==> src/rtl/ivc_pkg.sv <==
// Package: shared types and vector-page offsets for the interrupt vector controller.
// Assumes a 3-bit level field and at most 109 maskable requests per page.
package ivc_pkg;
    localparam int LVL_W   = 3;
    localparam int MAX_REQ = 109;

    typedef logic [LVL_W-1:0] lvl_t;

    localparam logic [7:0] OFS_SPUR  = 8'h10;
    localparam logic [7:0] OFS_SYS   = 8'h12;
    localparam logic [7:0] OFS_ACC0  = 8'h14;
    localparam logic [7:0] OFS_TOP_I = 8'hF2;
    localparam logic [7:0] OFS_XIRQ  = 8'hF4;
    localparam logic [7:0] OFS_SWI   = 8'hF6;
    localparam logic [7:0] OFS_TRAP  = 8'hF8;
endpackage

==> src/rtl/ivc_cfg_regs.sv <==
// Module: configuration storage (vector base byte, per-request level and route).
// Assumes one write per cycle; an index outside the request range is dropped.
// Index 0 is the CPU-only request, so its route bit is fixed to the CPU.
module ivc_cfg_regs
    import ivc_pkg::*;
#(
    parameter int         N_REQ    = 16,
    parameter int         IDX_W    = 4,
    parameter logic [7:0] BASE_RST = 8'hFF
) (
    input  logic                   clk,
    input  logic                   rst_n,
    input  logic                   base_we,
    input  logic [7:0]             base_wdata,
    input  logic                   cfg_we,
    input  logic [IDX_W-1:0]       cfg_idx,
    input  lvl_t                   cfg_lvl,
    input  logic                   cfg_cop,
    output logic [7:0]             base_q,
    output lvl_t [N_REQ-1:0]       lvl_q,
    output logic [N_REQ-1:0]       cop_q
);

    // Vector base byte register.
    always_ff @(posedge clk) begin
        if (!rst_n)       base_q <= BASE_RST;
        else if (base_we) base_q <= base_wdata;
    end

    for (genvar g = 0; g < N_REQ; g++) begin : g_slot
        // Level register of request g.
        always_ff @(posedge clk) begin
            if (!rst_n)                                   lvl_q[g] <= '0;
            else if (cfg_we && (int'(cfg_idx) == g))      lvl_q[g] <= cfg_lvl;
        end

        if (g == 0) begin : g_cpu_only
            assign cop_q[g] = 1'b0;
        end else begin : g_routable
            // Route register of request g.
            always_ff @(posedge clk) begin
                if (!rst_n)                               cop_q[g] <= 1'b0;
                else if (cfg_we && (int'(cfg_idx) == g))  cop_q[g] <= cfg_cop;
            end
        end
    end

endmodule

==> src/rtl/ivc_arbiter.sv <==
// Module: level arbiter. Picks the eligible request with the highest level;
// on a tie the lowest index (highest vector address) wins.
// Assumes eligibility already folds in masking and routing.
module ivc_arbiter
    import ivc_pkg::*;
#(
    parameter int N_REQ = 16,
    parameter int IDX_W = 4
) (
    input  logic [N_REQ-1:0]  elig,
    input  lvl_t [N_REQ-1:0]  lvl,
    output logic              found,
    output logic [IDX_W-1:0]  win_idx,
    output lvl_t              win_lvl
);

    // Descending scan: >= lets a lower index take over at equal level.
    always_comb begin
        found   = 1'b0;
        win_idx = '0;
        win_lvl = '0;
        for (int i = N_REQ - 1; i >= 0; i--) begin
            if (elig[i] && (!found || lvl[i] >= win_lvl)) begin
                found   = 1'b1;
                win_idx = IDX_W'(i);
                win_lvl = lvl[i];
            end
        end
    end

    logic order_ok;
    // Checker helper: no eligible request outranks the reported winner.
    always_comb begin
        order_ok = 1'b1;
        if (found) begin
            for (int j = 0; j < N_REQ; j++) begin
                if (elig[j] && (lvl[j] > win_lvl ||
                    (lvl[j] == win_lvl && j < int'(win_idx))))
                    order_ok = 1'b0;
            end
        end
    end


    always_comb begin
        if (found) win_elig_chk: assert (elig[win_idx]);
    end


    always_comb begin
        win_order_chk: assert (order_ok);
    end

endmodule

==> src/rtl/ivc_cpu_port.sv <==
// Module: CPU-side vector selection, request flag and acknowledge capture.
// Assumes special events are held by their sources until serviced.
// The captured vector is frozen from acknowledge until fetch completion.
module ivc_cpu_port
    import ivc_pkg::*;
#(
    parameter int IDX_W = 4
) (
    input  logic              clk,
    input  logic              rst_n,
    input  logic [7:0]        base,
    input  logic              i_found,
    input  logic [IDX_W-1:0]  i_idx,
    input  lvl_t              i_lvl,
    input  logic              trap_req,
    input  logic              swi_req,
    input  logic              xirq,
    input  logic              x_mask,
    input  logic              i_mask,
    input  lvl_t              cpu_ipl,
    input  logic [2:0]        acc_viol,
    input  logic              sys_call,
    input  logic              cpu_ack,
    input  logic              cpu_fetch_done,
    output logic              cpu_irq_req,
    output logic [15:0]       cpu_vec,
    output logic              cpu_vec_valid,
    output lvl_t              cpu_take_lvl
);

    logic       sel_any;
    logic [7:0] sel_ofs;
    lvl_t       sel_lvl;
    logic [7:0] i_ofs;

    assign i_ofs = OFS_TOP_I - 8'({i_idx, 1'b0});

    // Fixed-order selection among special events and the maskable winner.
    always_comb begin
        sel_any = 1'b1;
        sel_lvl = '0;
        sel_ofs = OFS_SPUR;
        if (trap_req)               sel_ofs = OFS_TRAP;
        else if (swi_req)           sel_ofs = OFS_SWI;
        else if (xirq && !x_mask)   sel_ofs = OFS_XIRQ;
        else if (i_found) begin
            sel_ofs = i_ofs;
            sel_lvl = i_lvl;
        end
        else if (acc_viol[2])       sel_ofs = OFS_ACC0 + 8'd4;
        else if (acc_viol[1])       sel_ofs = OFS_ACC0 + 8'd2;
        else if (acc_viol[0])       sel_ofs = OFS_ACC0;
        else if (sys_call)          sel_ofs = OFS_SYS;
        else                        sel_any = 1'b0;
    end

    // Registered pending flag toward the CPU.
    always_ff @(posedge clk) begin
        if (!rst_n) cpu_irq_req <= 1'b0;
        else        cpu_irq_req <= sel_any;
    end

    // Acknowledge capture and hold until the fetch completes.
    always_ff @(posedge clk) begin
        if (!rst_n) begin
            cpu_vec       <= '0;
            cpu_take_lvl  <= '0;
            cpu_vec_valid <= 1'b0;
        end else if (cpu_vec_valid) begin
            if (cpu_fetch_done) cpu_vec_valid <= 1'b0;
        end else if (cpu_ack) begin
            cpu_vec       <= {base, sel_ofs};
            cpu_take_lvl  <= sel_lvl;
            cpu_vec_valid <= 1'b1;
        end
    end


    hold_stable_chk: assert property (@(posedge clk) disable iff (!rst_n)
        (cpu_vec_valid && !cpu_fetch_done) |=> ($stable(cpu_vec) && $stable(cpu_take_lvl) && cpu_vec_valid));


    nest_level_chk: assert property (@(posedge clk) disable iff (!rst_n)
        ($rose(cpu_vec_valid) && cpu_take_lvl != '0) |-> (cpu_take_lvl > $past(cpu_ipl) && !$past(i_mask)));


    spur_level_chk: assert property (@(posedge clk) disable iff (!rst_n)
        ($rose(cpu_vec_valid) && cpu_vec[7:0] == OFS_SPUR) |-> (cpu_take_lvl == '0));

endmodule

==> src/rtl/prio_vec_ctrl.sv <==
// Module: top of the interrupt vector controller. Forms per-target eligibility,
// runs one arbiter per target, drives the CPU port, the coprocessor vector and
// the two wake outputs. All outputs are registered.
module prio_vec_ctrl
    import ivc_pkg::*;
#(
    parameter int         N_REQ    = 16,
    parameter logic [7:0] BASE_RST = 8'hFF,
    localparam int        IDX_W    = (N_REQ > 1) ? $clog2(N_REQ) : 1
) (
    input  logic              clk,
    input  logic              rst_n,
    input  logic              base_we,
    input  logic [7:0]        base_wdata,
    input  logic              cfg_we,
    input  logic [IDX_W-1:0]  cfg_idx,
    input  logic [2:0]        cfg_lvl,
    input  logic              cfg_cop,
    input  logic [N_REQ-1:0]  irq_req,
    input  logic              xirq,
    input  logic              x_mask,
    input  logic              i_mask,
    input  logic [2:0]        cpu_ipl,
    input  logic              trap_req,
    input  logic              swi_req,
    input  logic [2:0]        acc_viol,
    input  logic              sys_call,
    input  logic              cpu_ack,
    input  logic              cpu_fetch_done,
    output logic              cpu_irq_req,
    output logic [15:0]       cpu_vec,
    output logic              cpu_vec_valid,
    output logic [2:0]        cpu_take_lvl,
    output logic              cop_valid,
    output logic [15:0]       cop_vec,
    output logic [2:0]        cop_lvl,
    output logic              wake_cpu,
    output logic              wake_cop
);

    logic [7:0]        base_q;
    lvl_t [N_REQ-1:0]  lvl_q;
    logic [N_REQ-1:0]  cop_q;
    logic [N_REQ-1:0]  elig_cpu, elig_cop, pend_cpu;

    ivc_cfg_regs #(.N_REQ(N_REQ), .IDX_W(IDX_W), .BASE_RST(BASE_RST)) u_cfg (
        .clk(clk), .rst_n(rst_n),
        .base_we(base_we), .base_wdata(base_wdata),
        .cfg_we(cfg_we), .cfg_idx(cfg_idx), .cfg_lvl(cfg_lvl), .cfg_cop(cfg_cop),
        .base_q(base_q), .lvl_q(lvl_q), .cop_q(cop_q)
    );

    for (genvar g = 0; g < N_REQ; g++) begin : g_elig
        assign pend_cpu[g] = irq_req[g] && !cop_q[g] && (lvl_q[g] != '0);
        assign elig_cpu[g] = pend_cpu[g] && !i_mask && (lvl_q[g] > cpu_ipl);
        assign elig_cop[g] = irq_req[g] && cop_q[g] && (lvl_q[g] != '0);
    end

    logic              cpu_found, cop_found;
    logic [IDX_W-1:0]  cpu_idx, cop_idx;
    lvl_t              cpu_wlvl, cop_wlvl;

    ivc_arbiter #(.N_REQ(N_REQ), .IDX_W(IDX_W)) u_arb_cpu (
        .elig(elig_cpu), .lvl(lvl_q),
        .found(cpu_found), .win_idx(cpu_idx), .win_lvl(cpu_wlvl)
    );

    ivc_arbiter #(.N_REQ(N_REQ), .IDX_W(IDX_W)) u_arb_cop (
        .elig(elig_cop), .lvl(lvl_q),
        .found(cop_found), .win_idx(cop_idx), .win_lvl(cop_wlvl)
    );

    ivc_cpu_port #(.IDX_W(IDX_W)) u_cpu (
        .clk(clk), .rst_n(rst_n), .base(base_q),
        .i_found(cpu_found), .i_idx(cpu_idx), .i_lvl(cpu_wlvl),
        .trap_req(trap_req), .swi_req(swi_req), .xirq(xirq), .x_mask(x_mask),
        .i_mask(i_mask), .cpu_ipl(cpu_ipl), .acc_viol(acc_viol), .sys_call(sys_call),
        .cpu_ack(cpu_ack), .cpu_fetch_done(cpu_fetch_done),
        .cpu_irq_req(cpu_irq_req), .cpu_vec(cpu_vec),
        .cpu_vec_valid(cpu_vec_valid), .cpu_take_lvl(cpu_take_lvl)
    );

    // Registered coprocessor vector, refreshed every cycle.
    always_ff @(posedge clk) begin
        if (!rst_n) begin
            cop_valid <= 1'b0;
            cop_vec   <= '0;
            cop_lvl   <= '0;
        end else begin
            cop_valid <= cop_found;
            cop_vec   <= {base_q, OFS_TOP_I - 8'({cop_idx, 1'b0})};
            cop_lvl   <= cop_wlvl;
        end
    end

    // Registered wake requests for both targets.
    always_ff @(posedge clk) begin
        if (!rst_n) begin
            wake_cpu <= 1'b0;
            wake_cop <= 1'b0;
        end else begin
            wake_cpu <= xirq || trap_req || swi_req || (|acc_viol) || sys_call ||
                        (!i_mask && (|pend_cpu));
            wake_cop <= |elig_cop;
        end
    end


    irq_not_cop_chk: assert property (@(posedge clk) disable iff (!rst_n)
        cop_valid |-> (cop_vec[7:0] != OFS_TOP_I));


    xirq_wake_chk: assert property (@(posedge clk) disable iff (!rst_n)
        xirq |=> wake_cpu);


    cop_route_chk: assert property (@(posedge clk) disable iff (!rst_n)
        cop_valid |-> (cop_lvl != '0 && wake_cop));

endmodule

==> config.mk <==
export PLATFORM = sky130hd
export DESIGN_NAME = prio_vec_ctrl
export DESIGN_NICKNAME = d
export VERILOG_FILES = /design/src/rtl/ivc_pkg.sv /design/src/rtl/ivc_cfg_regs.sv /design/src/rtl/ivc_arbiter.sv /design/src/rtl/ivc_cpu_port.sv /design/src/rtl/prio_vec_ctrl.sv
export SDC_FILE = /design/constraint.sdc
export NUM_CORES = 1
export LEC_CHECK = 0
export ABC_CLOCK_PERIOD_IN_PS = 22300
export BUFFER_PORTS_ARGS = -buffer_cell sky130_fd_sc_hd__clkbuf_2
export CORE_MARGIN = 2
export CORE_UTILIZATION = 46
export CTS_CLUSTER_SIZE = 20
export DETAILED_ROUTE_END_ITERATION = 16
export GPL_TIMING_DRIVEN = 1
export PLACE_DENSITY = 0.77
export SETUP_SLACK_MARGIN = 0.2
export SLEW_MARGIN = 20
export SYNTH_ARGS = -nofsm -noshare
export SYNTH_HDL_FRONTEND = slang
export SYNTH_SLANG_ARGS = --single-unit
export TNS_END_PERCENT = 10
==> constraint.sdc <==
create_clock -name clk -period 22.3 [get_ports clk]
set_clock_uncertainty 0.05 [all_clocks]
set_input_delay 1.115 -clock clk [delete_from_list [all_inputs] [get_ports clk]]
set_output_delay 1.115 -clock clk [all_outputs]
set_load 0.02 [all_outputs]
# After elaboration in Yosys (flattened, before gate mapping)
# Index checks and enable logic that the tools add are counted.
# totals
reg_bits,114
out_inout_bits,43
elab_cells,461
# op_classes
n_addsub,2
magnitude_cmp,45
eq_ne,15
mux,116
n_bitwise,1
reduce_logical,241
# op_table
operator,count
$logic_and A1 B1 Y1,140
$mux W4,31
$mux W3,35
$ge A3 B3 Y1,29
$mux W8,7
$gt A3 B3 Y1,16
$reduce_bool A3 Y1,16
$logic_not A1 Y1,46
$mux W1,42
$logic_or A1 B1 Y1,34
$eq A4 B4 Y1 const B,8
$eq A4 B3 Y1 const B,4
$reduce_or A16 Y1,1
$reduce_or A15 Y1,1
$sub A5 B6 Y7 const A,2
$eq A4 B2 Y1 const B,2
$eq A4 B1 Y1 const B,1
$logic_not A4 Y1,1
$reduce_or A3 Y1,1
$mux W2,1
$reduce_and A2 Y1,1
$not A1 Y1,1

# Logic depth before layout (Yosys ltp)
# logic_depth
depth_word,71
ltp_mapped,125
ltp_nobuf,124

# Cells and area by module
# Synthesis repeated with hierarchy kept, for this count alone.
# hier_totals
hier_cells,1319
area_unflattened_um2,10351.2
# modules_own_cells
module,n_inst,cells_each,area_each_um2,seq_area_each_um2
ivc_arbiter,2,344,2369.8,0.0
ivc_cfg_regs,1,262,2643.8,1421.4
prio_vec_ctrl,1,272,2147.1,400.4
ivc_cpu_port,1,97,820.8,380.4

# Worst setup path before layout
# OpenSTA, ideal clock, no wires.
# synth_path
path_type,in2reg
start,in cpu_ipl[1]
end,reg u_cpu.cpu_vec[3]
setup_time_ps,133
arrival_ps,22502
path_slack_ps,-385
path_stages,116
cell_sequence,inv_1 ha_1 nand2b_1 a2111oi_4 nand3_1 ha_1 a21o_1 a31oi_1 nor4b_2 o22ai_1 inv_1 ha_1 a21o_1 a31oi_1 nand4_1 nand3_1 mux2_2 ha_1 [80 not listed] a21oi_1 nor2b_1 o31ai_1 nand2_1 o221ai_1 ha_1 nand2b_1 a21o_1 a21oi_1 nand2_1 nand2_1 nand2_1 nor3_2 nand2_1 ha_1 mux2_2 a21oi_1 a21oi_1
# synth_between
elab_chain_len,68
elab_cells_between_ends,144
classes_between,add/sub: 1; order compare: 31; mux: 51; reduce/logical: 61
# synth_lines
element,line,rtl
from (decl),prio_vec_ctrl.sv:23,"input logic [2:0] cpu_ipl,"
$gt A3 B3 Y1,prio_vec_ctrl.sv:55,assign elig_cpu[g] = pend_cpu[g] && !i_mask && (lvl_q[g] > cpu_ipl);
$logic_and A1 B1 Y1,prio_vec_ctrl.sv:55,
$mux W3 / $mux W1 (equally long branches),ivc_arbiter.sv:23,if (elig[i] && (!found || lvl[i] >= win_lvl)) begin
$ge A3 B3 Y1 / $logic_not A1 Y1 (equally long branches),ivc_arbiter.sv:23,
$logic_or A1 B1 Y1,ivc_arbiter.sv:23,
$logic_and A1 B1 Y1,ivc_arbiter.sv:23,
$mux W3 / $mux W1 (equally long branches),ivc_arbiter.sv:23,
$ge A3 B3 Y1 / $logic_not A1 Y1 (equally long branches),ivc_arbiter.sv:23,
[52 not listed],--,
$logic_or A1 B1 Y1,ivc_arbiter.sv:23,
$logic_and A1 B1 Y1,ivc_arbiter.sv:23,
$mux W4,ivc_arbiter.sv:23,
$sub A5 B6 Y7,ivc_cpu_port.sv:36,"assign i_ofs = OFS_TOP_I - 8'({i_idx, 1'b0});"
$mux W8 (*),ivc_cpu_port.sv:46,else if (i_found) begin
$mux W8 (*),ivc_cpu_port.sv:45,else if (xirq && !x_mask) sel_ofs = OFS_XIRQ;
$mux W8 (*),ivc_cpu_port.sv:44,else if (swi_req) sel_ofs = OFS_SWI;
$mux W8 (*),ivc_cpu_port.sv:43,if (trap_req) sel_ofs = OFS_TRAP;
to (signal assigned),ivc_cpu_port.sv:72,"cpu_vec <= {base, sel_ofs};"
to (decl),ivc_cpu_port.sv:26,"output logic [15:0] cpu_vec,"
# Every way passes the cells marked *; elsewhere a longest branch is shown, timed or not.
# A chain may end at the register's enable or synchronous reset.

# Worst setup path after layout
# Ends and elaborated chain as after synthesis.

==> results_dict.tcl <==
set metrics [dict create \
    drive_above_1_share_pct 23.21 \
    p_per_area_nw_per_um2 37.49 \
    whs_ns 0.4093 \
    drc_errors 0 \
    cp-startpoint "cpu_ipl[1]" \
    clock-sinks 110 \
    outcome "finished clean" \
    cp-end-kind "flip-flop" \
    setup_viol 0 \
    clk_pin_slew_ns 0.08 \
    ant_nets 0 \
    grt_pass1_vias 8803 \
    max_cap_violations 0 \
    endpoint "u_cpu.cpu_vec[3]$_SDFFE_PN0P_" \
    synth.most_common_cell "nor2_1" \
    firstDrtPassIters 6 \
    core_area_um2 20820 \
    synth_cell_types 87 \
    path_common_cell "ha_1" \
    fin_nets 1503 \
    crit_arrival_ns 21.73 \
    cp_slowest_cell "nor4b_4" \
    synth_compound_area_share_pct 24.53 \
    clk_path_buf_depth 2 \
    power.leakage_nw 5.097 \
    cp_max_fo 8 \
    ctsHoldBuffers 0 \
    cpPeakStageDelay_ns 0.41 \
    vias_per_cell 6.044 \
    post-route-min-period_ns 21.56 \
    cts_tree "built" \
    synth_top_family_by_area "compound AO/OA/AOI/OAI gates" \
    worstSetupStartpointType "primary input" \
    vias 9683 \
    pin_count 93 \
    crit_required_ns 22.47 \
    timing.critical_path.depth 118 \
    rows 53 \
    synth_seq_cells 110 \
    grt_max_degree 81 \
    synth_xor_area_share_pct 0.1814 \
    yosys_warnings 0 \
    syn_area_um2 9657 \
    synth_area_per_cell_um2 8.067 \
    hold_class "flip-flop to flip-flop" \
    hold_violations 0 \
    slew_headroom_pct 25.56 \
    drt-total-wl_um 30270 \
    rsz0062_at_grt "true" \
    finalSetupTns_ns 0 \
    worstRegToRegCells 117 \
    synthCells 1197 \
    synthAdderAreaFrac_pct 16.97 \
    min_path_cells 2 \
    die-width_um 148.9 \
    yosysTopAreaCell "dfxtp_1" \
    wire_per_inst_um 18.90 \
    synth_ff_type "dfxtp_1" \
    drt-initial-drc-count 808 \
    overflow 0 \
    final_cells 1602 \
    placedCellCount 1554 \
    initial_core_util_pct 46.38 \
    synth_area_leaders "dfxtp_1 (23%), ha_1 (17%), mux2i_1 (7.2%)" \
    ir_worst_vdd_uv 34.44 \
    fmax_mhz 46.38 \
    die-area_um2 22170 \
    yosys-top-cells-count "nor2_1 (145), ha_1 (131), dfxtp_1 (110)" \
    port_buffers 90 \
    cts-root-buf "clkbuf_16" \
    grt_util_all_layers_pct 25.82 \
    async_flop_share_pct 0 \
    area_growth_pct 20.58 \
    r2r_start "u_cfg.lvl_q[45]$_SDFFE_PN0P_" \
    cts_made_buffers 9 \
    drv_slew 0 \
    synth-simple-area-share_pct 22.71 \
    clk-insertion-delay-late_ns 0.37 \
    grt_first_pass_wirelength_um 45790 \
    gp_congestion 0.9911 \
    ys_seq_area_share_pct 22.80 \
    antenna_found_initial 0 \
    n_antenna_cell 0 \
    synth_edf_count 0 \
    critPathBufInv 8 \
    path_delay_family "compound AO/OA/AOI/OAI gates" \
    timing.final.crit_share_pct 96.69 \
    htree_levels 3 \
    r2r-end "u_cpu.cpu_vec[3]$_SDFFE_PN0P_" \
    r2r_setup_slack_ns 0.99 \
    die_h_um 148.9 \
    netlist.area_leader.share_pct 22.80 \
    critPathKind "primary input to flip-flop" \
    tightest_slew_ns 1.114 \
    synth_mux_area_share_pct 8.435 \
    hpwl_um 21640 \
]
## registers in the layout, summed over array words and instances (netlist names), 3 cells and up
register	flops
u_cfg.lvl_q	48
u_cfg.cop_q	15
cop_vec	14
u_cpu.cpu_vec	14
u_cfg.base_q	8
cop_lvl	3
u_cpu.cpu_take_lvl	3
## area by class of cell
| type | instances | area [µm²] |
|---|---|---|
| well taps | 275 | 344.1 |
| clock inverters | 7 | 66.31 |
| fillers | 1888 | 9179 |
| inverters | 63 | 239.0 |
| multi-input cells | 985 | 7636 |
| repair buffers | 153 | 930.9 |
| flip-flops and latches | 110 | 2202 |
| clock buffers | 9 | 225.2 |
## where the power goes
group	internal, mW	total, mW	switching (mW)
sequential	0.202	0.208	0.00547
combinational	0.0237	0.0646	0.0409
clock	0.0790	0.164	0.0850
## per-stage QoR
step	total power [mW]	instance area (µm²)	worst slack [ns]	util (%)
finish	0.4366	11640	0.7379	55.92
global route	0.4537	11640	-0.2817	55.92
CTS	0.4363	10950	0.2463	52.57
detailed placement	0.2723	10530	-0.9429	50.55
global placement	0.2705	10530	-0.05502	50.55
floorplan	0.2495	9679	0.2186	-
## kinds of logic (layout without fill, tap and decap cells)
family                   after synthesis  in the layout
adder cells (fa/ha/maj)              131            131
multiplexers                          80             80
AND/OR/NAND/NOR                      443            443
flip-flops                           110            110
other                                  1              2
XOR/XNOR                               2              2
buffers and inverters                103            232
AO/OA/AOI/OAI                        327            327
## cells in the final DEF (no fill, tap or decap), drive strengths merged, types with 8 or more instances in the layout
master and count:
a21o 28, a21oi 78, a22oi 8, a31oi 14, and2 19, and3 9, buf 63, clkbuf 99
dfxtp 110, ha 131, inv 67, mux2 11, mux2i 69, nand2 96, nand2b 39, nand3 38
nor2 148, nor2b 29, nor3 16, nor4 12, o211ai 9, o21a 19, o21ai 49, o22ai 8
o311ai 8, o31a 10, o31ai 27
## what timing repair did
action,CTS,global route
resized for setup,14,98
setup endpoints to repair,6,16
buffers inserted,8,24
cloned,0,0
pin swaps,5,60
## worst register-to-register path, delay by kind of cell, from the launching register on
family	cells	cell delay (ns)
AO/OA/AOI/OAI	54	9.33
flip-flops	1	0.51
multiplexers	6	1.92
AND/OR/NAND/NOR	33	3.93
adder cells (fa/ha/maj)	17	4.48
buffers and inverters	7	0.94
## worst min-delay path by stage
stage,from,to
finish,u_cpu.cpu_vec[12]$_SDFFE_PN0P_,u_cpu.cpu_vec[12]$_SDFFE_PN0P_
global route,u_cpu.cpu_vec[14]$_SDFFE_PN0P_,u_cpu.cpu_vec[14]$_SDFFE_PN0P_
CTS,u_cpu.cpu_vec[12]$_SDFFE_PN0P_,u_cpu.cpu_vec[12]$_SDFFE_PN0P_
detailed placement,u_cpu.cpu_vec[12]$_SDFFE_PN0P_,u_cpu.cpu_vec[12]$_SDFFE_PN0P_
global placement,u_cpu.cpu_vec[15]$_SDFFE_PN0P_,u_cpu.cpu_vec[15]$_SDFFE_PN0P_
floorplan,u_cfg.base_q[2]$_SDFFE_PN1P_,u_cpu.cpu_vec[10]$_SDFFE_PN0P_
## layer usage
| metal | track usage [%] | wire length (µm) | up-vias | share of wire, % |
|---|---|---|---|---|
| met4 | 10.52 | 1041 | 0 | 3.4 |
| met2 | 40.67 | 13820 | 367 | 46 |
| met3 | 3.700 | 2126 | 81 | 7.0 |
| met5 | 0 | 0 | - | 0 |
| met1 | 35.51 | 13280 | 4604 | 44 |
| li1 | - | - | 4631 | - |
Note: power is estimated with default switching activity, not from simulation.
